<file path="src/rtl/dgi_pkg.sv">
package dgi_pkg;

  // Register offsets; software decodes these, so they are fixed
  localparam int unsigned OFS_INFO  = 32'h000;
  localparam int unsigned OFS_GSET  = 32'h030;
  localparam int unsigned OFS_GCLR  = 32'h034;
  localparam int unsigned OFS_ACK   = 32'h044;
  localparam int unsigned OFS_MSET  = 32'h048;
  localparam int unsigned OFS_MCLR  = 32'h04C;
  localparam int unsigned OFS_ROUTE = 32'h100;

  localparam int unsigned ACK_NONE  = 1023;
  localparam int unsigned FIQ_SHIFT = 8;
  localparam int unsigned N_INTERNAL = 2;

  typedef struct packed {
    logic gset;
    logic gclr;
    logic mset;
    logic mclr;
    logic route_wr;
  } wr_ops_t;

  // True when addr falls on a routing word of an implemented source
  function automatic logic route_hit(input int unsigned addr, input int unsigned nsrc);
    return (addr >= OFS_ROUTE) && ((addr & 32'd3) == 32'd0) &&
           (((addr - OFS_ROUTE) >> 2) < nsrc);
  endfunction

  // Source number addressed by a routing-word offset
  function automatic int unsigned route_slot(input int unsigned addr);
    return (addr - OFS_ROUTE) >> 2;
  endfunction

endpackage

</file>
<file path="src/rtl/dgi_state.sv">
module dgi_state
  import dgi_pkg::*;
#(
  parameter int NUM_SRC  = 40,
  parameter int NUM_CORE = 4,
  parameter int SRC_W    = 6,
  parameter int CORE_W   = 2
) (
  input  logic                               clk,
  input  logic                               rst_n,
  input  wr_ops_t                            ops,
  input  logic [SRC_W-1:0]                   op_idx,
  input  logic [CORE_W-1:0]                  op_core,
  input  logic [SRC_W-1:0]                   rt_idx,
  input  logic [NUM_CORE-1:0]                rt_irq_in,
  input  logic [NUM_CORE-1:0]                rt_fiq_in,
  output logic [NUM_SRC-1:0]                 gen_eff,
  output logic [NUM_CORE-1:0][NUM_SRC-1:0]   mask_q,
  output logic [NUM_SRC-1:0][NUM_CORE-1:0]   rt_irq,
  output logic [NUM_SRC-1:0][NUM_CORE-1:0]   rt_fiq
);

  for (genvar s = 0; s < NUM_SRC; s++) begin : g_src
    if (s < N_INTERNAL) begin : g_internal
      assign gen_eff[s] = 1'b1;
      assign rt_irq[s]  = '0;
      assign rt_fiq[s]  = '0;
    end else begin : g_dev
      logic                en_q;
      logic [NUM_CORE-1:0] ri_q;
      logic [NUM_CORE-1:0] rf_q;
      always_ff @(posedge clk or negedge rst_n) begin
        if (!rst_n) begin
          en_q <= 1'b0;
          ri_q <= '0;
          rf_q <= '0;
        end else begin
          if (ops.gset && op_idx == SRC_W'(s))
            en_q <= 1'b1;
          else if (ops.gclr && op_idx == SRC_W'(s))
            en_q <= 1'b0;
          if (ops.route_wr && rt_idx == SRC_W'(s)) begin
            ri_q <= rt_irq_in;
            rf_q <= rt_fiq_in;
          end
        end
      end
      assign gen_eff[s] = en_q;
      assign rt_irq[s]  = ri_q;
      assign rt_fiq[s]  = rf_q;
    end
  end

  for (genvar c = 0; c < NUM_CORE; c++) begin : g_core
    logic [NUM_SRC-1:0] m_q;
    always_ff @(posedge clk or negedge rst_n) begin
      if (!rst_n) begin
        m_q <= '1;
      end else if (op_core == CORE_W'(c)) begin
        if (ops.mset)
          m_q[op_idx] <= 1'b1;
        else if (ops.mclr)
          m_q[op_idx] <= 1'b0;
      end
    end
    assign mask_q[c] = m_q;
  end

endmodule

</file>
<file path="src/rtl/dgi_deliver.sv">
module dgi_deliver
  import dgi_pkg::*;
#(
  parameter int NUM_SRC   = 40,
  parameter int NUM_CORE  = 4,
  parameter int PRIV_LAST = 28
) (
  input  logic                               clk,
  input  logic                               rst_n,
  input  logic [NUM_SRC-1:0]                 src_lvl,
  input  logic [NUM_SRC-1:0]                 gen_eff,
  input  logic [NUM_CORE-1:0][NUM_SRC-1:0]   mask_q,
  input  logic [NUM_SRC-1:0][NUM_CORE-1:0]   rt_irq,
  input  logic [NUM_SRC-1:0][NUM_CORE-1:0]   rt_fiq,
  output logic [NUM_CORE-1:0]                core_irq,
  output logic [NUM_CORE-1:0]                core_fiq,
  output logic [NUM_CORE-1:0][9:0]           ack_num
);

  // Lowest set position, or the idle code when the vector is empty
  function automatic logic [9:0] first_set(input logic [NUM_SRC-1:0] v);
    logic [9:0] r;
    r = 10'(ACK_NONE);
    for (int i = NUM_SRC - 1; i >= 0; i--)
      if (v[i]) r = 10'(i);
    return r;
  endfunction

  logic [NUM_SRC-1:0] live;
  assign live = src_lvl & gen_eff;

  for (genvar c = 0; c < NUM_CORE; c++) begin : g_core
    logic [NUM_SRC-1:0] elig_irq;
    logic [NUM_SRC-1:0] elig_fiq;
    logic               irq_q;
    logic               fiq_q;

    for (genvar s = 0; s < NUM_SRC; s++) begin : g_src
      if (s <= PRIV_LAST) begin : g_priv
        assign elig_irq[s] = live[s] & ~mask_q[c][s];
      end else begin : g_shared
        assign elig_irq[s] = live[s] & ~mask_q[c][s] & rt_irq[s][c];
      end
      assign elig_fiq[s] = live[s] & ~mask_q[c][s] & rt_fiq[s][c];
    end

    always_ff @(posedge clk or negedge rst_n) begin
      if (!rst_n) begin
        irq_q <= 1'b0;
        fiq_q <= 1'b0;
      end else begin
        irq_q <= |elig_irq;
        fiq_q <= |elig_fiq;
      end
    end

    assign core_irq[c] = irq_q;
    assign core_fiq[c] = fiq_q;
    assign ack_num[c]  = first_set(elig_irq);
  end

endmodule

</file>
<file path="src/rtl/dual_gate_intc.sv">
module dual_gate_intc
  import dgi_pkg::*;
#(
  parameter int NUM_SRC   = 40,
  parameter int NUM_CORE  = 4,
  parameter int PRIV_LAST = 28,
  parameter int ADDR_W    = 12,
  localparam int CORE_W   = (NUM_CORE > 1) ? $clog2(NUM_CORE) : 1
) (
  input  logic                clk,
  input  logic                rst_n,
  input  logic [ADDR_W-1:0]   bus_addr,
  input  logic [31:0]         bus_wdata,
  input  logic                bus_wr,
  input  logic                bus_rd,
  input  logic [CORE_W-1:0]   bus_core,
  output logic [31:0]         bus_rdata,
  input  logic [NUM_SRC-1:0]  src_lvl,
  output logic [NUM_CORE-1:0] core_irq,
  output logic [NUM_CORE-1:0] core_fiq
);

  localparam int SRC_W = (NUM_SRC > 1) ? $clog2(NUM_SRC) : 1;

  // Decode of the write index and of routing-word addresses
  logic [31:0]       wr_num;
  logic              idx_ok;
  logic              idx_dev;
  logic [SRC_W-1:0]  op_idx;
  logic              rt_hit;
  logic [SRC_W-1:0]  rt_idx;
  wr_ops_t           ops;
  logic              unused_wdata_hi;

  assign wr_num  = {22'd0, bus_wdata[9:0]};
  assign idx_ok  = wr_num < 32'(NUM_SRC);
  assign idx_dev = idx_ok && (wr_num >= 32'(N_INTERNAL));
  assign op_idx  = SRC_W'(wr_num);
  assign rt_hit  = route_hit(32'(bus_addr), NUM_SRC);
  assign rt_idx  = SRC_W'(route_slot(32'(bus_addr)));
  assign unused_wdata_hi = ^bus_wdata[31:FIQ_SHIFT+NUM_CORE];

  assign ops.gset     = bus_wr && (bus_addr == ADDR_W'(OFS_GSET)) && idx_dev;
  assign ops.gclr     = bus_wr && (bus_addr == ADDR_W'(OFS_GCLR)) && idx_dev;
  assign ops.mset     = bus_wr && (bus_addr == ADDR_W'(OFS_MSET)) && idx_ok;
  assign ops.mclr     = bus_wr && (bus_addr == ADDR_W'(OFS_MCLR)) && idx_ok;
  assign ops.route_wr = bus_wr && rt_hit && (rt_idx >= SRC_W'(N_INTERNAL));

  // Named internal state for the checker
  logic [NUM_SRC-1:0]               gen_eff;
  logic [NUM_CORE-1:0][NUM_SRC-1:0] mask_q;
  logic [NUM_SRC-1:0][NUM_CORE-1:0] rt_irq;
  logic [NUM_SRC-1:0][NUM_CORE-1:0] rt_fiq;
  logic [NUM_CORE-1:0][9:0]         ack_num;

  dgi_state #(
    .NUM_SRC  (NUM_SRC),
    .NUM_CORE (NUM_CORE),
    .SRC_W    (SRC_W),
    .CORE_W   (CORE_W)
  ) u_state (
    .clk       (clk),
    .rst_n     (rst_n),
    .ops       (ops),
    .op_idx    (op_idx),
    .op_core   (bus_core),
    .rt_idx    (rt_idx),
    .rt_irq_in (bus_wdata[NUM_CORE-1:0]),
    .rt_fiq_in (bus_wdata[FIQ_SHIFT +: NUM_CORE]),
    .gen_eff   (gen_eff),
    .mask_q    (mask_q),
    .rt_irq    (rt_irq),
    .rt_fiq    (rt_fiq)
  );

  dgi_deliver #(
    .NUM_SRC   (NUM_SRC),
    .NUM_CORE  (NUM_CORE),
    .PRIV_LAST (PRIV_LAST)
  ) u_deliver (
    .clk      (clk),
    .rst_n    (rst_n),
    .src_lvl  (src_lvl),
    .gen_eff  (gen_eff),
    .mask_q   (mask_q),
    .rt_irq   (rt_irq),
    .rt_fiq   (rt_fiq),
    .core_irq (core_irq),
    .core_fiq (core_fiq),
    .ack_num  (ack_num)
  );

  // Read mux, sampled from pre-write state
  logic [31:0] rd_val;
  always_comb begin
    rd_val = '0;
    if (bus_addr == ADDR_W'(OFS_INFO)) begin
      rd_val = 32'(NUM_SRC) << 2;
    end else if (bus_addr == ADDR_W'(OFS_ACK)) begin
      rd_val[9:0] = ack_num[bus_core];
    end else if (rt_hit) begin
      rd_val[NUM_CORE-1:0]          = rt_irq[rt_idx];
      rd_val[FIQ_SHIFT +: NUM_CORE] = rt_fiq[rt_idx];
    end
  end

  always_ff @(posedge clk or negedge rst_n) begin
    if (!rst_n)
      bus_rdata <= '0;
    else
      bus_rdata <= bus_rd ? rd_val : '0;
  end

endmodule

</file>
<file path="config.mk">
export PLATFORM = sky130hd
export DESIGN_NAME = dual_gate_intc
export DESIGN_NICKNAME = d
export VERILOG_FILES = /design/src/rtl/dgi_pkg.sv /design/src/rtl/dgi_state.sv /design/src/rtl/dgi_deliver.sv /design/src/rtl/dual_gate_intc.sv
export SDC_FILE = /design/constraint.sdc
export NUM_CORES = 1
export LEC_CHECK = 0
export CELL_PAD_IN_SITES_DETAIL_PLACEMENT = 0
export CELL_PAD_IN_SITES_GLOBAL_PLACEMENT = 1
export CORE_MARGIN = 3
export CORE_UTILIZATION = 48
export CTS_CLUSTER_SIZE = 12
export DETAILED_ROUTE_END_ITERATION = 16
export DONT_BUFFER_PORTS = 1
export PLACE_DENSITY = 0.89
export SYNTH_ARGS = -nofsm -noshare
export SYNTH_HDL_FRONTEND = slang
export SYNTH_HIERARCHICAL = 1
export SYNTH_SLANG_ARGS = --single-unit
</file>
<file path="constraint.sdc">
create_clock -name clk -period 2.45 [get_ports clk]
set_input_delay 0.49 -clock clk [delete_from_list [all_inputs] [get_ports clk]]
set_output_delay 0.49 -clock clk [all_outputs]
set_load 0.01 [all_outputs]
</file>
==> results.md <==
- Status: complete, but fails checks
- Failing checks: negative hold slack, max-slew violations, negative setup slack
- Synthesized area: 29800 µm²
- Port Buffers: 0
- Synthesis warning total: 6
- Final hold viol count: 362
- Die W: 255 µm
- Vias: 25700
- Hold Slack: -431 ps
- Clock Latency Late Sink: 650 ps
- Avg Inst Size Synth: 11.5 µm²
- PwrDens: 511 nW/µm²
- Relative slew slack: -0.222
- DP HPWL: 86900 µm
- DIE AREA: 65200 µm²
- Area grow syn2layout: 21.4%
- Io pins: 130
- Leakage power: 16.7 nW
- Maxcap violations: 0
- Fmax: 337 MHz
- Fraction of registers with async set/reset: 1.00
- Pins over their slew limit: 154
- Synth unique cells: 90
- Overall Power: 18.5 mW
- CP Class: reg -> reg
- Leading area contributor after synthesis: dfrtp_1
- RePlAce Congestion: 1.08
- Yosys top cell area share: 0.304
- Share of layout cells above drive strength 1: 0.498
- Routed Antenna Nets: 0
- DR iter-0 viols: 3399
- GRT Residual Overflow: 0
- Final setup fails: 11
- Per-cell routed wire length: 32.5 µm
- Final nets: 2985
- Final Skew: 32.5 ps
- Synthesized flop and latch total: 522
- Sink Count: 522
- Final worst-path cycle share: 1.21
- Critical path's slowest cell: mux4_2
- Post-synth EDFFs: 0
- Worst setup SP type: flop
- Clock Path Buffers: 3
- Worst slew pin tran: 1830 ps
- # H-tree levels: 2
- CP arrival: 3490 ps
- Row count: 90
- Cts hold-fix bufs: 13
- CP required: 2980 ps
- Dpl ws: -624 ps
- Num CTS Buffers: 58
- Fill cell count: 4856
- Largest net degree at the start of global routing: 523
- DRC violations left: 0
- Initial Util: 0.490
- CTS root buf: clkbuf_16
- FF-to-FF path depth: 8
- RSZ-0062 raised after global routing: true
- CP Cell Sequence: and3b_2 -> a2111oi_4 -> o21ai_1 -> a21o_1 -> a221oi_2 -> o22ai_2 -> mux4_2 -> a221o_1
- First-pass iteration count of the detailed router: 6
- Most common flop cell mapped by yosys: dfrtp_1
- Maximum fanout along the worst path: 3
- Min-Delay Path Class: in -> async
- Cells after Synth: 2587
- Clock transition at path regs: 60 ps
- Sequential share of the synthesized area: 0.445
- Vias/cell: 6.82
- First-pass GRT wire length: 176000 µm
- Worst IR Drop VDD: 0.551 mV
- Post-route setup slack: -516 ps
- Total routed wirelength: 122000 µm
- Final period demand of the worst path: 2970 ps
- Core Area: 60900 µm²
- Vias in the first global route: 25300
- Initial antenna violation count: 8
- GRT Total Usage: 0.363
- Synth area leaders: dfrtp_1, mux2_2, dfstp_2
- CTS tree: yes
- Die Y: 255 µm
- CP peak stage delay: 570 ps
- Critical path endpoint category: flop
-- through the flow --
stage               utilization  instance area, µm²  cells  setup TNS (ps)
floorplan                     -               30400   2622          -13620
global placement          0.550               33500   3630          -69620
detailed placement        0.550               33500   3630          -88970
CTS                       0.590               35900   3756           -3550
global route              0.594               36200   3767           -4330
finish                    0.594               36200   3769           -4220
-- critical path: cells and delay by family, from the launching register on --
family / cells / cell delay (ps)
AO/OA/AOI/OAI: 6 / 1480
multiplexers: 1 / 570
flip-flops: 1 / 520
AND/OR/NAND/NOR: 1 / 260
-- path summary, 6_finish.rpt --
| path | end | slack [ps] | from |
|---|---|---|---|
| max | bus_rdata[0]$_DFF_PN0_ | -520 | flop |
| min | u_state/g_src[27].g_dev.ri_q[2]$_DFFE_PN0P_ | -430 | rst_n |
| max reg2reg | bus_rdata[0]$_DFF_PN0_ | -520 | flop |
| min reg2reg | u_state/g_src[39].g_dev.en_q$_DFFE_PN0P_ | 500 | u_state/g_src[39].g_dev.en_q$_DFFE_PN0P_ |
| max in group asynchronous | u_state/g_src[21].g_dev.en_q$_DFFE_PN0P_ | 1450 | rst_n |
| min in group clk | u_state/g_src[39].g_dev.rf_q[2]$_DFFE_PN0P_ | 30 | bus_wdata[10] |
-- where the power goes --
group,internal (mW),switching [mW],total (mW)
clock,5.24,3.81,9.05
sequential,8.66,0.0239,8.68
combinational,0.304,0.458,0.762
total,14.2,4.29,18.5
-- cell usage after synthesis (17+ instances only) --
cell       count
a21oi_1       17
a221oi_1      19
a22o_1        17
a22oi_1       71
a32o_1        38
and3b_1       43
and4b_1       25
buf_2         30
buf_4        109
buf_6         18
clkbuf_1     125
dfrtp_1      362
dfstp_2      160
mux2_2       486
mux2i_1       87
mux4_2        32
nand2_1      107
nand3_1       96
nand4_1       68
nand4b_1      24
nor2_1       199
nor3_1        37
nor4_1        84
nor4_2        19
o2111ai_1     28
o21ai_0       23
o22ai_1       23
-- cell type report --
cell class / count / area (µm²) / area share
Inverter: 3 / 11.3 / 0.000311
Tap cell: 828 / 1040 / 0.0286
Clock inverter: 20 / 288 / 0.00795
Antenna cell: 2 / 5.00 / 0.000138
Multi-Input combinational cell: 1805 / 15800 / 0.436
Sequential cell: 522 / 13300 / 0.366
Clock buffer: 84 / 1660 / 0.0458
Timing Repair Buffer: 505 / 4150 / 0.115
-- cell families after synthesis --
logic type / Yosys count / share of synthesized area
AOI/OAI and AO/OA: 325 / 0.0866
other: 3 / 0.000377
DFF: 522 / 0.445
muxes: 618 / 0.245
and+or+nand+nor: 824 / 0.166
buffers and inverters: 295 / 0.0577
-- placed cells by master (no fill, tap or decap), types with 39 or more instances in the layout --
cell,instances
a22oi_1,71
and3b_1,39
buf_4,458
clkbuf_16,58
dfrtp_1,360
dfstp_2,160
mux2_2,469
mux2i_1,87
nand2_1,96
nand3_1,95
nand4_1,68
nor2_1,183
nor4_1,47
nor4_2,51
-- per-layer routing --
metal | vias up | GRT usage | share of wire
li1 | 10400 | - | -
met3 | 470 | 0.0845 | 0.11
met1 | 13100 | 0.475 | 0.38
met4 | 4 | 0.216 | 0.076
met2 | 1775 | 0.553 | 0.44
met5 | - | 0 | 0.00020
-- what timing repair did --
action,in CTS,in global routing
resized for setup,70,50
pin swaps,23,29
endpoints found under the hold margin,627,435
endpoints found under the setup margin,12,17
buffers inserted,10,14
Note: power is estimated with default switching activity, not from simulation.
